--- src/rtl/csi_pkg.sv ---
`timescale 1ns/1ps
package csi_pkg;

    localparam int CSI_DW        = 16;
    localparam int CSI_MIN_WORD  = 4;
    localparam int CSI_MAX_WORDS = 16;
    localparam int CSI_CW        = $clog2(CSI_DW + 1);
    localparam int CSI_NW        = $clog2(CSI_MAX_WORDS + 1);

    typedef enum logic [1:0] {
        FS_PULSE  = 2'd0,
        FS_I2S    = 2'd1,
        FS_TAGGED = 2'd2,
        FS_SPARE  = 2'd3
    } fs_mode_e;

    typedef struct packed {
        fs_mode_e            mode;
        logic [CSI_CW-1:0]   wsize;
        logic [CSI_NW-1:0]   nwords;
    } frame_cfg_t;

    function automatic logic [CSI_CW-1:0] fit_len(input logic [CSI_CW-1:0] v);
        if (v < CSI_CW'(CSI_MIN_WORD))
            return CSI_CW'(CSI_MIN_WORD);
        else if (v > CSI_CW'(CSI_DW))
            return CSI_CW'(CSI_DW);
        else
            return v;
    endfunction

    function automatic logic [CSI_NW-1:0] fit_words(input logic [CSI_NW-1:0] v);
        if (v == '0)
            return CSI_NW'(1);
        else if (v > CSI_NW'(CSI_MAX_WORDS))
            return CSI_NW'(CSI_MAX_WORDS);
        else
            return v;
    endfunction

    function automatic logic [CSI_DW-1:0] low_mask(input logic [CSI_CW-1:0] n);
        logic [CSI_DW-1:0] m;
        for (int i = 0; i < CSI_DW; i++)
            m[i] = (i < int'(n));
        return m;
    endfunction

endpackage

--- src/rtl/csi_sync_detect.sv ---
`timescale 1ns/1ps
module csi_sync_detect
    import csi_pkg::*;
#(
    parameter int SYNC_STAGES = 2
) (
    input  logic     clk,
    input  logic     rst,
    input  logic     fs_in,
    input  fs_mode_e mode,
    output logic     sync_evt
);

    logic [SYNC_STAGES-1:0] sync_q;
    logic                   prev_q;
    logic                   level;

    always_ff @(posedge clk) begin
        if (rst) begin
            sync_q <= '0;
            prev_q <= 1'b0;
        end else begin
            sync_q <= {sync_q[SYNC_STAGES-2:0], fs_in};
            prev_q <= sync_q[SYNC_STAGES-1];
        end
    end

    assign level = sync_q[SYNC_STAGES-1];

    always_comb begin
        if (mode == FS_I2S)
            sync_evt = level ^ prev_q;
        else
            sync_evt = level;
    end

endmodule

--- src/rtl/csi_frame_ctrl.sv ---
`timescale 1ns/1ps
module csi_frame_ctrl
    import csi_pkg::*;
#(
    parameter int TAG_BITS = 16
) (
    input  logic              clk,
    input  logic              rst,
    input  logic              sync_evt,
    input  frame_cfg_t        cfg_in,
    output logic              busy,
    output logic              load,
    output logic [CSI_CW-1:0] load_len,
    output logic              word_done,
    output logic [CSI_CW-1:0] cur_len,
    output logic              frame_done
);

    localparam logic [CSI_CW-1:0] TAG_LEN = CSI_CW'(TAG_BITS);

    frame_cfg_t        cfg_q;
    logic [CSI_CW-1:0] bit_cnt;
    logic [CSI_NW-1:0] word_cnt;
    logic              start;
    logic              last_word;
    logic              frame_end;

    always_comb begin
        start     = sync_evt && !busy;
        cur_len   = (cfg_q.mode == FS_TAGGED && word_cnt == '0) ? TAG_LEN : cfg_q.wsize;
        word_done = busy && (bit_cnt == cur_len - 1'b1);
        last_word = (word_cnt == cfg_q.nwords - 1'b1);
        frame_end = word_done && last_word;
        load      = start || (word_done && !last_word);
        if (start)
            load_len = (cfg_in.mode == FS_TAGGED) ? TAG_LEN : fit_len(cfg_in.wsize);
        else
            load_len = cfg_q.wsize;
    end

    always_ff @(posedge clk) begin
        if (rst) begin
            busy       <= 1'b0;
            cfg_q      <= '0;
            bit_cnt    <= '0;
            word_cnt   <= '0;
            frame_done <= 1'b0;
        end else begin
            frame_done <= frame_end;
            if (start) begin
                busy         <= 1'b1;
                cfg_q.mode   <= cfg_in.mode;
                cfg_q.wsize  <= fit_len(cfg_in.wsize);
                cfg_q.nwords <= fit_words(cfg_in.nwords);
                bit_cnt      <= '0;
                word_cnt     <= '0;
            end else if (word_done) begin
                bit_cnt  <= '0;
                word_cnt <= word_cnt + 1'b1;
                if (last_word)
                    busy <= 1'b0;
            end else if (busy) begin
                bit_cnt <= bit_cnt + 1'b1;
            end
        end
    end

    // end pulse lasts one cycle and leaves the engine idle
    a_r10_done_one_cycle: assert property (@(posedge clk) disable iff (rst)
        frame_done |=> !frame_done);
    a_r10_done_idle: assert property (@(posedge clk) disable iff (rst)
        frame_done |-> !busy);
    // bit counter stays inside the current word
    a_r5_bit_in_word: assert property (@(posedge clk) disable iff (rst)
        busy |-> (bit_cnt < cur_len));
    // captured settings hold for the whole frame
    a_r5_cfg_frozen: assert property (@(posedge clk) disable iff (rst)
        (busy && !frame_end) |=> $stable(cfg_q));
    // a running frame is never cut short
    a_r7_busy_until_end: assert property (@(posedge clk) disable iff (rst)
        (busy && !frame_end) |=> busy);

endmodule

--- src/rtl/csi_shifter.sv ---
`timescale 1ns/1ps
module csi_shifter
    import csi_pkg::*;
(
    input  logic              clk,
    input  logic              rst,
    input  logic [CSI_DW-1:0] tx_data,
    input  logic              tx_valid,
    output logic              tx_ready,
    input  logic              sdi,
    input  logic              rx_ready,
    output logic [CSI_DW-1:0] rx_data,
    output logic              rx_valid,
    input  logic              busy,
    input  logic              load,
    input  logic [CSI_CW-1:0] load_len,
    input  logic              word_done,
    input  logic [CSI_CW-1:0] cur_len,
    output logic              sdo,
    output logic              underflow,
    output logic              overflow
);

    logic [CSI_DW-1:0] hold_q;
    logic              hold_full;
    logic [CSI_DW-1:0] tx_sh;
    logic [CSI_DW-1:0] rx_sh;
    logic [CSI_DW-1:0] rx_next;
    logic [CSI_CW-1:0] align;

    assign tx_ready = !hold_full;
    assign rx_next  = {rx_sh[CSI_DW-2:0], sdi};
    assign align    = CSI_CW'(CSI_DW) - load_len;

    always_ff @(posedge clk) begin
        if (rst) begin
            hold_q    <= '0;
            hold_full <= 1'b0;
        end else begin
            if (load)
                hold_full <= 1'b0;
            if (tx_valid && !hold_full) begin
                hold_q    <= tx_data;
                hold_full <= 1'b1;
            end
        end
    end

    always_ff @(posedge clk) begin
        if (rst) begin
            tx_sh     <= '0;
            underflow <= 1'b0;
        end else if (load) begin
            tx_sh <= (hold_full ? hold_q : '0) << align;
            if (!hold_full)
                underflow <= 1'b1;
        end else if (busy) begin
            tx_sh <= tx_sh << 1;
        end
    end

    always_ff @(negedge clk) begin
        if (rst)
            sdo <= 1'b0;
        else
            sdo <= busy ? tx_sh[CSI_DW-1] : 1'b0;
    end

    always_ff @(posedge clk) begin
        if (rst) begin
            rx_sh    <= '0;
            rx_data  <= '0;
            rx_valid <= 1'b0;
            overflow <= 1'b0;
        end else begin
            if (busy)
                rx_sh <= rx_next;
            if (word_done) begin
                rx_data  <= rx_next & low_mask(cur_len);
                rx_valid <= 1'b1;
                if (rx_valid && !rx_ready)
                    overflow <= 1'b1;
            end else if (rx_valid && rx_ready) begin
                rx_valid <= 1'b0;
            end
        end
    end

    // underflow flag is sticky
    a_r8_underflow_sticky: assert property (@(posedge clk) disable iff (rst)
        underflow |=> underflow);
    // a held word is kept until a word boundary takes it
    a_r8_hold_kept: assert property (@(posedge clk) disable iff (rst)
        (!tx_ready && !load) |=> !tx_ready);
    // overflow flag is sticky
    a_r9_overflow_sticky: assert property (@(posedge clk) disable iff (rst)
        overflow |=> overflow);
    // an unconsumed word stays valid and stable
    a_r6_rx_held: assert property (@(posedge clk) disable iff (rst)
        (rx_valid && !rx_ready) |=> rx_valid);
    a_r6_rx_stable: assert property (@(posedge clk) disable iff (rst)
        (rx_valid && !rx_ready && !word_done) |=> $stable(rx_data));

endmodule

--- src/rtl/csi_slave.sv ---
`timescale 1ns/1ps
module csi_slave
    import csi_pkg::*;
#(
    parameter int SYNC_STAGES = 2,
    parameter int TAG_BITS    = 16
) (
    input  logic              clk,
    input  logic              rst,
    input  logic              fs_in,
    input  logic              sdi,
    output logic              sdo,
    input  logic [1:0]        mode_sel,
    input  logic [CSI_CW-1:0] word_size,
    input  logic [CSI_NW-1:0] frame_words,
    input  logic [CSI_DW-1:0] tx_data,
    input  logic              tx_valid,
    output logic              tx_ready,
    output logic [CSI_DW-1:0] rx_data,
    output logic              rx_valid,
    input  logic              rx_ready,
    output logic              frame_done,
    output logic              underflow,
    output logic              overflow
);

    frame_cfg_t        cfg_in;
    logic              sync_evt;
    logic              busy;
    logic              load;
    logic [CSI_CW-1:0] load_len;
    logic              word_done;
    logic [CSI_CW-1:0] cur_len;

    always_comb begin
        cfg_in.mode   = fs_mode_e'(mode_sel);
        cfg_in.wsize  = word_size;
        cfg_in.nwords = frame_words;
    end

    csi_sync_detect #(.SYNC_STAGES(SYNC_STAGES)) u_sync (
        .clk      (clk),
        .rst      (rst),
        .fs_in    (fs_in),
        .mode     (cfg_in.mode),
        .sync_evt (sync_evt)
    );

    csi_frame_ctrl #(.TAG_BITS(TAG_BITS)) u_ctrl (
        .clk        (clk),
        .rst        (rst),
        .sync_evt   (sync_evt),
        .cfg_in     (cfg_in),
        .busy       (busy),
        .load       (load),
        .load_len   (load_len),
        .word_done  (word_done),
        .cur_len    (cur_len),
        .frame_done (frame_done)
    );

    csi_shifter u_shift (
        .clk       (clk),
        .rst       (rst),
        .tx_data   (tx_data),
        .tx_valid  (tx_valid),
        .tx_ready  (tx_ready),
        .sdi       (sdi),
        .rx_ready  (rx_ready),
        .rx_data   (rx_data),
        .rx_valid  (rx_valid),
        .busy      (busy),
        .load      (load),
        .load_len  (load_len),
        .word_done (word_done),
        .cur_len   (cur_len),
        .sdo       (sdo),
        .underflow (underflow),
        .overflow  (overflow)
    );

endmodule

--- config.mk ---
export PLATFORM = sky130hd
export DESIGN_NAME = csi_slave
export DESIGN_NICKNAME = d
export VERILOG_FILES = /design/src/rtl/csi_pkg.sv /design/src/rtl/csi_sync_detect.sv /design/src/rtl/csi_frame_ctrl.sv /design/src/rtl/csi_shifter.sv /design/src/rtl/csi_slave.sv
export SDC_FILE = /design/constraint.sdc
export NUM_CORES = 1
export LEC_CHECK = 0
export ABC_AREA = 1
export ABC_CLOCK_PERIOD_IN_PS = 2500
export BUFFER_PORTS_ARGS = -buffer_cell sky130_fd_sc_hd__buf_2
export CORE_MARGIN = 2
export CORE_UTILIZATION = 53
export CTS_CLUSTER_SIZE = 8
export DETAILED_ROUTE_END_ITERATION = 6
export PLACE_DENSITY = 0.73
export SETUP_SLACK_MARGIN = 0.5
export SLEW_MARGIN = 10
export SYNTH_ARGS = -nofsm -noshare
export SYNTH_HDL_FRONTEND = slang
export SYNTH_SLANG_ARGS = --single-unit
--- constraint.sdc ---
create_clock -name clk -period 2.5 [get_ports clk]
set_input_delay 0.375 -clock clk [delete_from_list [all_inputs] [get_ports clk]]
set_output_delay 0.375 -clock clk [all_outputs]
set_load 0.1 [all_outputs]
==> results list <==
- Measured along the y axis, the die boundary spans 101.3 um.
- For this design, the sink count on the clock tree is 95.
- CTS built an H-tree with a depth of 3.
- Placer Congestion: 0.8551
- Number of fill cells in the layout: 732
* Hold_ws: 192.8 ps
- CTS Buffer Depth: 2
- Worst slew pin tran: 605.8 ps
* Register bit count reported by yosys: 95
- Detailed routing inserted a total of 5280 vias.
- Diode insertion count for antenna repair: 0
- The floorplan has 35 rows.
* Share of synthesized area occupied by flip-flops and latches: 0.3793
* Worst Setup Path Type: reg -> reg
- Counting the buffers created by CTS gives 9.
- Port buffering added 55 buffers.
- From synthesis to final layout, the design area changed by 29.45%.
- Worst hold-check path type: in -> reg
* Number of enable-type register cells in the synthesized netlist: 0
* Clock transition at path regs: 100 ps
* Footprint of the multi-input gates: 0.003064 sq mm
- Dividing total power by cell area gives a power density of 520.6 mW/mm^2.
- The die covers 0.01025 sq mm.
* Arrival time of the worst setup path: 3000 ps
- Total wire length after detailed routing: 14.13 mm
- The final reports fail on setup timing.
* Number of failing setup endpoints in the final timing report: 44
- Remaining global-route overflow: 0
- Setup repair after global routing missed its margin: yes
- IR analysis of the VDD net gives a maximum drop of 0.3316 mV.
- Slew headroom: 0.5910
* Initial standard-cell utilization of the core: 0.5452
- After detailed routing, the number of remaining DRC violations is 0.
* Standard cell area after detailed placement: 0.005615 sq mm
- Timing analysis after detailed placement gives a worst setup slack of -71.49 ps.
- For this block, the initial DRC count from the detailed router was 234.
- Global-route usage over all layers: 0.2761
* Worst skew pair latency: 400 ps
- HPWL after DPL: 9.084 mm
- In this run the remaining antenna-violating nets after routing total 0.
- Share of layout cells above drive strength 1: 0.3068
- Leaving out fill and tap cells, the most frequent cells in the layout are nand2_1 (116), dfxtp_1 (91), nand3_1 (82).
- Subtracting the final worst setup slack from the clock period gives 2698 ps.
- The clock arrives with 36.70 ps of skew.
- From left edge to right edge, the die measures 101.3 um.
* Net count after synthesis: 774
* Status: finished with violations
- Mean instance size in the synthesized netlist: 6.840 sq um
* Count of distinct cell types in the synthesized netlist: 44
- Via count normalized by instance count: 5.623
- Number of nets in the layout: 864
- Summing every instance area after synthesis gives 0.005014 sq mm.
- In this run the count of I/O pins placed on the die edge is 56.
- The core region is 0.009196 sq mm.
- Once layout is done, the placed cells without fillers occupy 0.006490 sq mm.
* Req. time, crit path: 2800 ps
- The library cell used most frequently in the layout, excluding fill and tap cells, is nand2_1.
- The tool flagged a number of max-cap violations equal to 0.
* Top FF cell, synth: dfxtp_1
* Final Hold Fails: 0
- Total power: 0.003378 W
* Number of antenna violations at the first check in global routing: 0
- Upper clock frequency limit: 0.3707 GHz
- Entering global routing, the biggest net connects 56 pins.
- Across all setup checks in the final design, the least slack found is -197.8 ps.
- CTS placed an instance of clkbuf_8 at the clock tree root.
- Endpoint kind of the worst setup timing path: flip-flop
- Number of standard cells after synthesis: 733
* Critical path launch point type: flip-flop
- Across the whole layout, storage elements account for 0.001909 sq mm.
- Number of pins exceeding their max-slew limit in the final report: 0
* DR pass1 iterations: 5
- Post-detailed-route wirelength per cell: 15.05 um
- For this design, the CTS-stage hold fixing added 0 buffers.
- The setup check on the worst reg-to-reg path leaves a slack of -200 ps.
* Wire length of the first global-routing pass: 22.91 mm
* Final period util: 1.079
* Largest fanout on the critical path: 7
- Async S/R FF share, synth: 0
- Yosys printed 0 warnings.
- The number of global-route vias before repair is 5032.
- TritonCTS built the clock tree.
- Leak Pwr: 2.868 nW
==> synthesized netlist by cell type (3+ instances only) <==
cell type / count / share of area
a21oi_1: 49 / 0.049
a211oi_1: 3 / 0.0045
buf_4: 5 / 0.0075
nand3_1: 100 / 0.10
nor2_2: 3 / 0.0037
nand4_1: 12 / 0.015
clkbuf_1: 21 / 0.016
o21ai_1: 12 / 0.012
nand2_2: 9 / 0.011
inv_2: 10 / 0.0075
nand2_1: 127 / 0.095
buf_2: 5 / 0.0050
o211ai_1: 4 / 0.0060
o22ai_1: 4 / 0.0050
o21ai_0: 67 / 0.067
a21oi_2: 3 / 0.0052
nand3_2: 3 / 0.0060
xnor2_1: 4 / 0.0070
nor3_1: 4 / 0.0040
buf_6: 3 / 0.0067
inv_1: 65 / 0.049
ha_1: 7 / 0.017
nor2_1: 86 / 0.064
xor2_1: 5 / 0.0087
dfxtp_1: 95 / 0.38
==> sequential cells by signal, summed over array words and instances (netlist names) <==
signal / count
u_shift.hold_q: 16
u_shift.rx_data: 16
u_shift.tx_sh: 16
u_shift.rx_sh: 15
u_ctrl.cfg_q: 12
u_ctrl.bit_cnt: 5
u_ctrl.word_cnt: 5
u_sync.sync_q: 2
u_ctrl.busy: 1
u_ctrl.frame_done: 1
u_shift.hold_full: 1
u_shift.overflow: 1
u_shift.rx_valid: 1
u_shift.sdo: 1
u_shift.underflow: 1
u_sync.prev_q: 1
==> metrics by stage <==
step / utilization / std cells / setup TNS [ps]
after global placement: 0.6106 / 894 / -98.36
after detailed placement: 0.6106 / 894 / -95.21
after floorplan: - / 733 / 0
after global routing: 0.7057 / 939 / -11160
after CTS: 0.6893 / 932 / -115.6
final: 0.7057 / 939 / -4952
==> layout make-up <==
class | instances | share of cell area
tap | 111 | 0.02140
multi-input combinational | 525 | 0.4721
sequential | 95 | 0.2942
inverter | 77 | 0.04743
clock buffer | 10 | 0.01966
clock inverter | 7 | 0.01215
timing repair inverter | 1 | 0.001350
timing repair buffer | 113 | 0.1317
==> critical path: stages, from the launching register on <==
cell and delay (ps):
dfxtp_2 360, inv_2 50, ha_4 150, nand2_2 50
inv_2 40, nand3_4 90, nand2_4 70, buf_4 140
ha_4 170, inv_1 100, nand3_2 110, nand3_1 160
nand3_2 110, nor2_4 130, buf_6 110, nand3_4 100
nand2_8 150, nand2_4 70, nor2_4 220, nand2_1 90
a21oi_1 130
==> cells by family (layout without fill, tap and decap cells) <==
logic type               count (synthesis)  after routing  share of synthesized area
AO/OA/AOI/OAI                          151            151                     0.1652
XOR/XNOR                                 9              9                    0.01572
adder cells (fa/ha/maj)                  7              7                    0.01747
buffers and inverters                  114            208                    0.09583
flip-flops                              95             95                     0.3793
AND/OR/NAND/NOR                        357            358                     0.3264
==> worst paths after layout <==
path | endpoint | startpoint | cells after the start
max | u_shift.tx_sh[3] | u_ctrl.word_cnt[0] | 20
min | u_sync.sync_q[0] | fs_in | 3
max reg2reg | u_shift.tx_sh[3] | u_ctrl.word_cnt[0] | 20
min reg2reg | u_sync.sync_q[1] | u_sync.sync_q[0] | 2
==> power by group <==
part	switching [W]	internal, W
Clock	0.000600	0.000484
Sequential	0.0000545	0.00159
Combinational	0.000426	0.000223
Total	0.00108	0.00230
==> repair_timing <==
item / CTS / global route
hold endpoints to repair: 0 / 0
gates cloned: 4 / 0
setup endpoints to repair: 50 / 49
pin swaps: 27 / 15
resized for setup: 79 / 26
setup buffers: 18 / 7
==> metal layers <==
metal	global-route usage	routed length [um]	vias up
met5	0	0	-
met2	0.5110	7465	169
met4	0.09667	276	0
met1	0.3289	5770	2475
li1	-	-	2606
met3	0.03106	617	30
No activity file was read; power rests on OpenSTA's default activity.
